--- src/rtl/nbm_pkg.sv ---
package nbm_pkg;

  typedef enum logic [2:0] {
    OP_READ  = 3'd0,
    OP_WRITE = 3'd1,
    OP_POLL  = 3'd2,
    OP_SHUT  = 3'd3,
    OP_RESET = 3'd4
  } op_e;

  typedef enum logic [3:0] {
    S_IDLE, S_CMD, S_ADDR, S_WCMD, S_DATA,
    S_STBY, S_WNOP, S_WLD, S_WADDR
  } st_e;

  localparam logic [3:0] CMD_NOP   = 4'h0;
  localparam logic [3:0] CMD_WR_PC = 4'h4;
  localparam logic [3:0] CMD_WR_DP = 4'h5;
  localparam logic [3:0] CMD_LD_PC = 4'h6;
  localparam logic [3:0] CMD_LD_DP = 4'h7;
  localparam logic [3:0] CMD_POLL  = 4'hA;
  localparam logic [3:0] CMD_SHUT  = 4'hE;
  localparam logic [3:0] CMD_RST   = 4'hF;

  function automatic logic [3:0] load_code(input logic dp);
    return dp ? CMD_LD_DP : CMD_LD_PC;
  endfunction

  function automatic logic [3:0] write_code(input logic dp);
    return dp ? CMD_WR_DP : CMD_WR_PC;
  endfunction

  // first command of a request
  function automatic logic [3:0] head_code(input op_e op, input logic dp);
    case (op)
      OP_READ, OP_WRITE: return load_code(dp);
      OP_POLL:           return CMD_POLL;
      OP_SHUT:           return CMD_SHUT;
      default:           return CMD_RST;
    endcase
  endfunction

  // number of strobes a request produces (for bench and notes)
  function automatic int unsigned strobe_count(input op_e op, input int unsigned len);
    case (op)
      OP_READ:  return 6 + len;
      OP_WRITE: return 7 + len;
      OP_POLL:  return 2;
      default:  return 1;
    endcase
  endfunction

endpackage

--- src/rtl/nbm_phase.sv ---
// Two-phase strobe generator: setup cycle then strobe-low cycle.
module nbm_phase (
  input  logic clk,
  input  logic rst_n,
  input  logic run,
  output logic ph
);
  always_ff @(posedge clk or negedge rst_n) begin
    if (!rst_n) ph <= 1'b0;
    else        ph <= run & ~ph;
  end
endmodule

--- src/rtl/nbm_rdcap.sv ---
// Captures the bus at the end of each read strobe.
module nbm_rdcap #(
  parameter int NIB_W = 4
) (
  input  logic             clk,
  input  logic             rst_n,
  input  logic             cap_en,
  input  logic [NIB_W-1:0] bus_in,
  output logic             rd_valid,
  output logic [NIB_W-1:0] rd_nib
);
  always_ff @(posedge clk or negedge rst_n) begin
    if (!rst_n) begin
      rd_valid <= 1'b0;
      rd_nib   <= '0;
    end else begin
      rd_valid <= cap_en;
      if (cap_en) rd_nib <= bus_in;
    end
  end
endmodule

--- src/rtl/nbm_seq.sv ---
// Request sequencer: expands requests into command/address/data strobes.
module nbm_seq
  import nbm_pkg::*;
#(
  parameter int LEN_MAX = 16,
  parameter int ADDR_W  = 20,
  parameter int LEN_W   = 4
) (
  input  logic                 clk,
  input  logic                 rst_n,
  input  logic                 ph,
  input  logic                 req_valid,
  input  logic [2:0]           req_op,
  input  logic                 req_dp,
  input  logic [ADDR_W-1:0]    req_addr,
  input  logic [LEN_W-1:0]     req_lenm1,
  input  logic [LEN_MAX*4-1:0] req_wdata,
  input  logic [ADDR_W-1:0]    cur_pc,
  input  logic                 wake,
  output logic                 run,
  output logic                 slot_end,
  output logic                 rd_slot,
  output logic                 cd_n,
  output logic                 bus_oe,
  output logic [3:0]           bus_out,
  output logic                 done,
  output logic                 ready,
  output logic                 standby
);
  localparam int ANIB  = ADDR_W / 4;
  localparam int CNT_W = (LEN_W > 3) ? LEN_W : 3;
  localparam logic [CNT_W-1:0] LAST_A = CNT_W'(ANIB - 1);

  st_e                  st, nxt;
  op_e                  op_q;
  logic                 dp_q;
  logic [ADDR_W-1:0]    addr_q;
  logic [LEN_W-1:0]     len_q;
  logic [LEN_MAX*4-1:0] wd_q;
  logic [CNT_W-1:0]     cnt, cnt_n;
  logic                 fin;
  logic [CNT_W+1:0]     bit_ix;

  assign bit_ix   = {cnt, 2'b00};
  assign run      = (st != S_IDLE) && (st != S_STBY);
  assign slot_end = run & ph;
  assign ready    = (st == S_IDLE);
  assign standby  = (st == S_STBY);

  // slot sequencing
  always_comb begin
    nxt   = st;
    cnt_n = cnt + 1'b1;
    fin   = 1'b0;
    case (st)
      S_CMD: begin
        cnt_n = '0;
        case (op_q)
          OP_READ, OP_WRITE: nxt = S_ADDR;
          OP_POLL:           nxt = S_DATA;
          OP_SHUT:           begin nxt = S_STBY; fin = 1'b1; end
          default:           begin nxt = S_IDLE; fin = 1'b1; end
        endcase
      end
      S_ADDR: if (cnt == LAST_A) begin
        cnt_n = '0;
        nxt   = (op_q == OP_WRITE) ? S_WCMD : S_DATA;
      end
      S_WCMD:  begin nxt = S_DATA; cnt_n = '0; end
      S_DATA:  if (cnt == CNT_W'(len_q)) begin
        nxt = S_IDLE; cnt_n = '0; fin = 1'b1;
      end
      S_WNOP:  begin nxt = S_WLD;   cnt_n = '0; end
      S_WLD:   begin nxt = S_WADDR; cnt_n = '0; end
      S_WADDR: if (cnt == LAST_A) begin
        nxt = S_IDLE; cnt_n = '0;
      end
      default: ;
    endcase
  end

  always_ff @(posedge clk or negedge rst_n) begin
    if (!rst_n) begin
      st     <= S_IDLE;
      op_q   <= OP_READ;
      dp_q   <= 1'b0;
      addr_q <= '0;
      len_q  <= '0;
      wd_q   <= '0;
      cnt    <= '0;
      done   <= 1'b0;
    end else begin
      done <= 1'b0;
      case (st)
        S_IDLE: if (req_valid) begin
          st     <= S_CMD;
          op_q   <= op_e'(req_op);
          dp_q   <= req_dp;
          addr_q <= req_addr;
          len_q  <= (op_e'(req_op) == OP_POLL) ? '0 : req_lenm1;
          wd_q   <= req_wdata;
          cnt    <= '0;
        end
        S_STBY: if (wake) begin
          st     <= S_WNOP;
          addr_q <= cur_pc;
          cnt    <= '0;
        end
        default: if (slot_end) begin
          st   <= nxt;
          cnt  <= cnt_n;
          done <= fin;
        end
      endcase
    end
  end

  // bus drive per slot
  always_comb begin
    cd_n    = 1'b1;
    bus_oe  = 1'b0;
    bus_out = '0;
    rd_slot = 1'b0;
    case (st)
      S_CMD:   begin cd_n = 1'b0; bus_oe = 1'b1; bus_out = head_code(op_q, dp_q); end
      S_ADDR:  begin bus_oe = 1'b1; bus_out = addr_q[bit_ix +: 4]; end
      S_WCMD:  begin cd_n = 1'b0; bus_oe = 1'b1; bus_out = write_code(dp_q); end
      S_DATA: begin
        if (op_q == OP_WRITE) begin
          bus_oe  = 1'b1;
          bus_out = wd_q[bit_ix +: 4];
        end else begin
          rd_slot = 1'b1;
          bus_oe  = ~ph;          // precharge low, then release
        end
      end
      S_WNOP:  begin cd_n = 1'b0; bus_oe = 1'b1; bus_out = CMD_NOP; end
      S_WLD:   begin cd_n = 1'b0; bus_oe = 1'b1; bus_out = CMD_LD_PC; end
      S_WADDR: begin bus_oe = 1'b1; bus_out = addr_q[bit_ix +: 4]; end
      default: ;
    endcase
  end

endmodule

--- src/rtl/nbm_bus_master.sv ---
module nbm_bus_master #(
  parameter int LEN_MAX = 16,
  parameter int ADDR_W  = 20,
  localparam int LEN_W  = $clog2(LEN_MAX)
) (
  input  logic                 clk,
  input  logic                 rst_n,
  input  logic                 req_valid,
  input  logic [2:0]           req_op,
  input  logic                 req_dp,
  input  logic [ADDR_W-1:0]    req_addr,
  input  logic [LEN_W-1:0]     req_lenm1,
  input  logic [LEN_MAX*4-1:0] req_wdata,
  output logic                 req_ready,
  output logic                 done,
  input  logic [ADDR_W-1:0]    cur_pc,
  input  logic                 key_in,
  input  logic                 cd_in,
  input  logic [3:0]           bus_in,
  output logic                 str_n,
  output logic                 cd_n,
  output logic                 cd_oe,
  output logic [3:0]           bus_out,
  output logic                 bus_oe,
  output logic                 rd_valid,
  output logic [3:0]           rd_nib,
  output logic                 standby
);
  // named internal events
  logic ph, run, slot_end, rd_slot, cap_en, wake;

  assign wake   = key_in | ~cd_in;
  assign cap_en = slot_end & rd_slot;
  assign str_n  = ~slot_end;
  assign cd_oe  = ~standby;

  nbm_phase u_phase (
    .clk(clk), .rst_n(rst_n), .run(run), .ph(ph)
  );

  nbm_seq #(.LEN_MAX(LEN_MAX), .ADDR_W(ADDR_W), .LEN_W(LEN_W)) u_seq (
    .clk(clk), .rst_n(rst_n), .ph(ph),
    .req_valid(req_valid), .req_op(req_op), .req_dp(req_dp),
    .req_addr(req_addr), .req_lenm1(req_lenm1), .req_wdata(req_wdata),
    .cur_pc(cur_pc), .wake(wake),
    .run(run), .slot_end(slot_end), .rd_slot(rd_slot),
    .cd_n(cd_n), .bus_oe(bus_oe), .bus_out(bus_out),
    .done(done), .ready(req_ready), .standby(standby)
  );

  nbm_rdcap #(.NIB_W(4)) u_rdcap (
    .clk(clk), .rst_n(rst_n), .cap_en(cap_en), .bus_in(bus_in),
    .rd_valid(rd_valid), .rd_nib(rd_nib)
  );

endmodule

--- config.mk ---
export PLATFORM = sky130hd
export DESIGN_NAME = nbm_bus_master
export DESIGN_NICKNAME = d
export VERILOG_FILES = /design/src/rtl/nbm_pkg.sv /design/src/rtl/nbm_phase.sv /design/src/rtl/nbm_rdcap.sv /design/src/rtl/nbm_seq.sv /design/src/rtl/nbm_bus_master.sv
export SDC_FILE = /design/constraint.sdc
export NUM_CORES = 1
export LEC_CHECK = 0
export ABC_AREA = 0
export BUFFER_PORTS_ARGS = -buffer_cell sky130_fd_sc_hd__buf_4
export CORE_UTILIZATION = 55
export CTS_BUF_LIST = sky130_fd_sc_hd__clkbuf_8
export CTS_CLUSTER_DIAMETER = 50
export DETAILED_ROUTE_END_ITERATION = 8
export PLACE_DENSITY = 0.8
export SYNTH_ARGS = -nofsm -noshare
export SYNTH_HDL_FRONTEND = slang
export SYNTH_SLANG_ARGS = --single-unit
--- constraint.sdc ---
create_clock -name clk -period 2.75 [get_ports clk]
set_clock_uncertainty 0.2 [all_clocks]
set_input_delay 0.275 -clock clk [delete_from_list [all_inputs] [get_ports clk]]
set_output_delay 0.275 -clock clk [all_outputs]
set_load 0.01 [all_outputs]
* Word-level counts from Yosys, hierarchy flattened *
Cells that the tools add are included.

word-level totals
  bits in writable memories = 0
  bits in latches = 0
  ROM bits = 0
  input port bits = 121
  flip-flop bits (word level) = 107
  word-level logic and storage cells = 95
  memories = 0

cells by class
  shift operators = 2
  reduce and logical (&&, ||, !) cells = 17
  divide/modulo/power cells = 0
  multipliers = 0
  order comparisons = 0
  mux-type cells = 36
  equal/unequal tests = 20
  bitwise gates (word level) = 8
  $add $sub $neg = 1

operators by type and width
  cell                                                    count
  indexed part select 64 x 7 -> 4 bit                     1
  two-way mux 4 bit                                       13
  two-way mux 20 bit                                      2
  case mux 20 bit (2 select lines)                        1
  case mux 4 bit (7 select lines)                         1
  case mux 4 bit (3 select lines)                         2
  == test 4 x 3 -> 1 bit (second input constant)          5
  case mux 4 bit (5 select lines)                         1
  indexed part select 20 x 7 -> 4 bit                     1
  inequality test 4 x 3 -> 1 bit (second input constant)  4
  case mux 4 bit (2 select lines)                         2
  two-way mux 1 bit                                       10
  == test 3 x 2 -> 1 bit (second input constant)          3
  case mux 3 bit (3 select lines)                         1
  nonzero test 9 bit                                      1
  == test 4 x 2 -> 1 bit (second input constant)          2
  AND reduction 7 bit                                     1
  AND reduction 3 bit                                     2
  OR reduction 2 bit                                      3
  OR reduction 6 bit                                      1
  adder 4 x 1 -> 4 bit (second input constant)            1
  == test 4 x 1 -> 1 bit (second input constant)          1
  == test 4 bit                                           1
  == test 4 bit (second input constant)                   1
  17 further kinds                                        23

* Logic depth before layout (Yosys ltp) *
  depth in word-level cells = 6
  depth in mapped cells = 9
  gate-level depth less buffers = 6

* Cells and area by module *
From an unflattened synthesis, not the netlist that was laid out.

unflattened totals
  cell total of the unflattened synthesis = 433
  area total of the unflattened synthesis = 5525.3 um2

by module, submodules not included
  module          times used  cells an instance  area each (um2)  seq. area each (um2)
  nbm_seq         1           418                5296.3           2527.4
  nbm_rdcap       1           9                  170.2            125.1
  nbm_phase       1           2                  38.8             25.0
  nbm_bus_master  1           4                  20.0             0.0

* Worst setup path after synthesis *
Ideal clock, no wire load.

  path kind = register to register
  start = register u_seq.cnt[0]
  end = register u_seq.st[3]
  cell stages (with the launch flop) = 10
  slack = 204 ps
  data arrival time = 2220 ps
  clock period less this slack = 2546 ps
  data required time = 2425 ps
  buffers on the path = 3
  path through = dfrtp_1 -> clkbuf_1 -> buf_2 -> inv_1 -> ha_1 -> and3b_1 -> a2bb2oi_1 -> or4_4 -> buf_6 -> mux2_4

on the way
  word-level cells in the longest chain between the ends = 3

RTL lines
  item                                                            line                                         RTL
  from (decl)                                                     nbm_seq.sv:40                                logic [CNT_W-1:0] cnt, cnt_n;
  from (signal assigned)                                          nbm_seq.sv:111                               cnt <= cnt_n;
  == test 4 bit / == test 4 x 3 -> 1 bit (equally long branches)  nbm_seq.sv:70, nbm_seq.sv:65, nbm_seq.sv:75
  inequality test 4 x 3 -> 1 bit (no line)                        --
  AND reduction 7 bit (no line) *                                 --
  to (signal assigned)                                            nbm_seq.sv:110                               st <= nxt;
  to (decl)                                                       nbm_seq.sv:34                                st_e st, nxt;

Every way passes the cells marked *; elsewhere a longest branch is shown, timed or not.
A chain may end at the register's enable or synchronous reset.

* Final worst setup path *
  start = register u_seq.cnt[0]
  end = output bus_out[0]

on the way
  word-level cells in the longest chain between the ends = 3

RTL lines
  item                                 line                  RTL
  indexed part select 64 x 7 -> 4 bit  nbm_seq.sv:131        bus_out = wd_q[bit_ix +: 4];
  two-way mux 4 bit                    nbm_seq.sv:129        if (op_q == OP_WRITE) begin
  case mux 4 bit (5 select lines) *    nbm_seq.sv:124        case (st)
  to (decl)                            nbm_bus_master.sv:23  output logic [3:0] bus_out,

Marks and branches as above.

==> reports/results.tsv <==
metric	value	unit
status	complete, but fails checks	
failing checks	negative setup slack	
share of cells above drive strength 1	45.7	%
met3 GRT Util	6.09	%
Slew Viols, Final	0	
Synth area leader	dfrtp_1	
Die Y	102	um
critical path data required time	2.28	ns
Compound-Gate Fraction of Synth Area	6.96	%
# port buffers	136	
Die X-Extent	102	um
Worst VDD drop	0.571	mV
ys async rst share	100	%
# IOs	137	
Placement Setup Slack	0.307	ns
flop2flop setup slack	0.22	ns
RSZ-0062 raised after global routing	true	
post-synthesis sequential area ratio	48.7	%
cell count after synthesis	455	
synthesized area	5500	um^2
Tot GR Track Use	32.7	%
most common cell after layout, fill and taps aside	buf_4	
initial antenna violation count	0	
clock power share	13.4	%
DRC	0	
worst-margin pin slew	0.943	ns
top post-synthesis cells by area	dfrtp_1 (49%), mux2_2 (19%), mux4_2 (8.2%)	
antenna-violating nets left	0	
number of global-route vias before repair	4963	
drt total wl	16000	um
Post-synth EDFFs	0	
Rows	36	
achievable frequency	362	MHz
diode count	0	
Root Buffer	clkbuf_8	
GRT overflow	0	
RR Endpoint	u_seq.st[3]	
Die ar.	10400	um^2
via count	4688	
largest family of logic cells by synthesized area	multiplexers	
post-synthesis xor/xnor area fraction	0.797	%
final worst slack	-0.0109	ns
final critical-path share of the clock period	100	%
startpoint types	flop	
largest net degree at the start of global routing	77	
Seq pwr share	36.9	%
Critical R2R Launch	u_seq.st[1]	
Clock Latency Late Sink	0.37	ns
Tmin final	2.76	ns
most frequent cells in the layout	buf_4 (157), dfrtp_1 (101), mux2_2 (92)	
r2r worst-path depth	5	
DR WL/cell	19.7	um
htree depth	3	
simple-gate share of the synthesized area	10.6	%
Worst setup EP type	output pin	
gr busiest metal	met2	
first-pass GRT wire length	25200	um
Hold WC Path Type	input pin to flop	
WHS	0.00952	ns
Yosys reg bits	107	
met1 Track Usage GR	38.7	%
adder-cell share of the synthesized area	0.455	%
Final Instance Area	7820	um^2
Area growth syn-to-layout	42.2	%
initial drt markers	208	
Synth Warn #	0	
Reg clk slew, reported paths	0.11	ns
CTS buffer count	9	
combinational share of power	49.7	%
GR Layer Usage met2	57.0	%
mean area per synthesized cell	12.1	um^2
Detailed Place HPWL	9390	um
sw frac	37.7	%
CP max FO	5	
CTS tree	built	
normalized max-slew margin	37.1	%
TNS Setup	-0.0109	ns
critical path class	flop to output pin	
CTS sink count	107	
internal power	0.00511	W
nets	797	
CP Data Arrival Time	2.29	ns
crit path from	u_seq.cnt[0]	
Cell Area, Placed	6710	um^2
deepest clock path buffer count	2	
Placer Congestion	0.886	
Detailed Routing Iterations Pass 1	5	
final hold violation count	0	
ys flop type	dfrtp_1	
CORE AREA	9730	um^2
Leak	3.58	nW
post-synthesis mux area share	29.1	%
top cell type's share of synthesized area	48.7	%
Setup crit end	bus_out[0]	
max cap viols	0	
pwr dens	1050	nW/um^2
P_sw	0.00309	W
Netlist cell types	53	
final setup fails	1	
Initial Util	56.5	%
routed vias/inst	5.77	
Post-Syn Nets	578	
## critical path, stage by stage, from the launching register on
cell,delay [ns]
dfrtp_2,0.47
buf_12,0.15
mux4_2,0.49
mux2i_1,0.22
o32a_1,0.25
o221ai_1,0.16
buf_4,0.18
## per-stage QoR
step,instances,utilization (%),total power (W)
global placement,714,69.0,0.00655
CTS,812,80.0,0.00797
detailed placement,714,69.0,0.00669
global route,812,80.3,0.00863
finish,812,80.3,0.00820
floorplan,455,-,0.00555
## cells by family (layout without fill, tap and decap cells)
group | Yosys count | in the layout
adder cells (fa/ha/maj) | 2 | 2
AND/OR/NAND/NOR | 121 | 121
multiplexers | 123 | 123
flip-flops | 107 | 107
buffers and inverters | 43 | 267
XOR/XNOR | 5 | 5
AO/OA/AOI/OAI | 54 | 54
## sequential cells by signal, summed over array words and instances (netlist names), 3 cells and up
| name | count |
|---|---|
| u_rdcap.rd_nib | 4 |
| u_seq.addr_q | 20 |
| u_seq.cnt | 4 |
| u_seq.len_q | 4 |
| u_seq.op_q | 3 |
| u_seq.st | 4 |
| u_seq.wd_q | 64 |
## final cells by class
class | count | area [um^2]
inverter | 12 | 47.5
clock buffer | 9 | 124
sequential | 107 | 2690
timing repair buffer | 239 | 2020
tap | 133 | 166
clock inverter | 7 | 113
fill | 545 | 1910
multi-input combinational | 305 | 2660
## power groups by stage
stage / clock, W / combinational [W] / sequential, W
after floorplan: 0 / 0.00285 / 0.00269
after global placement: 0 / 0.00361 / 0.00293
after detailed placement: 0 / 0.00372 / 0.00297
after CTS: 0.00110 / 0.00395 / 0.00292
after global routing: 0.00116 / 0.00439 / 0.00308
final: 0.00110 / 0.00407 / 0.00303
## cells in the mapped netlist (2+ instances only)
| library cell | instances |
|---|---|
| o22a_1 | 3 |
| mux2_2 | 92 |
| inv_1 | 10 |
| or3b_2 | 2 |
| o22ai_1 | 2 |
| buf_6 | 2 |
| nor3b_1 | 3 |
| o211ai_1 | 4 |
| dfrtp_1 | 107 |
| nor2b_1 | 3 |
| nand2b_1 | 4 |
| mux4_2 | 20 |
| a21oi_1 | 4 |
| o221ai_1 | 5 |
| or4_1 | 2 |
| xnor2_1 | 5 |
| a211oi_1 | 2 |
| buf_2 | 5 |
| mux2i_1 | 10 |
| nand4_1 | 2 |
| nand2_1 | 77 |
| ha_1 | 2 |
| a32oi_1 | 2 |
| clkbuf_1 | 24 |
| o21ai_0 | 13 |
| nor2_1 | 13 |
| o2111ai_1 | 3 |
| nand3_1 | 4 |
| a31oi_1 | 2 |
| a22oi_1 | 5 |
## repair_timing
action | 4_1_cts | 5_1_grt
hold buffers | 77 | 0
endpoints found under the hold margin | 143 | 0
gates resized for setup | 6 | 9
cloned | 0 | 0
setup buffers | 5 | 0
pin swaps | 0 | 1
setup endpoints to repair | 3 | 4
## per-layer routing
metal / up-vias / part of all wire, %
met5: - / 0
li1: 2089 / -
met4: 0 / 4.1
met1: 2329 / 38
met2: 215 / 52
met3: 55 / 5.8
## how the worst min path moves through the flow
stage / cells past startpoint / start / slack [ns] / endpoint
after floorplan: 0 / rst_n / -0.22 / u_phase.ph
after global placement: 1 / rst_n / 0.02 / u_seq.dp_q
after detailed placement: 1 / rst_n / 0.02 / u_seq.wd_q[50]
after CTS: 4 / cur_pc[9] / 0.002 / u_seq.addr_q[9]
after global routing: 4 / req_addr[2] / 0.01 / u_seq.addr_q[2]
final: 4 / cur_pc[6] / 0.01 / u_seq.addr_q[6]
Note: power is estimated with default switching activity, not from simulation.
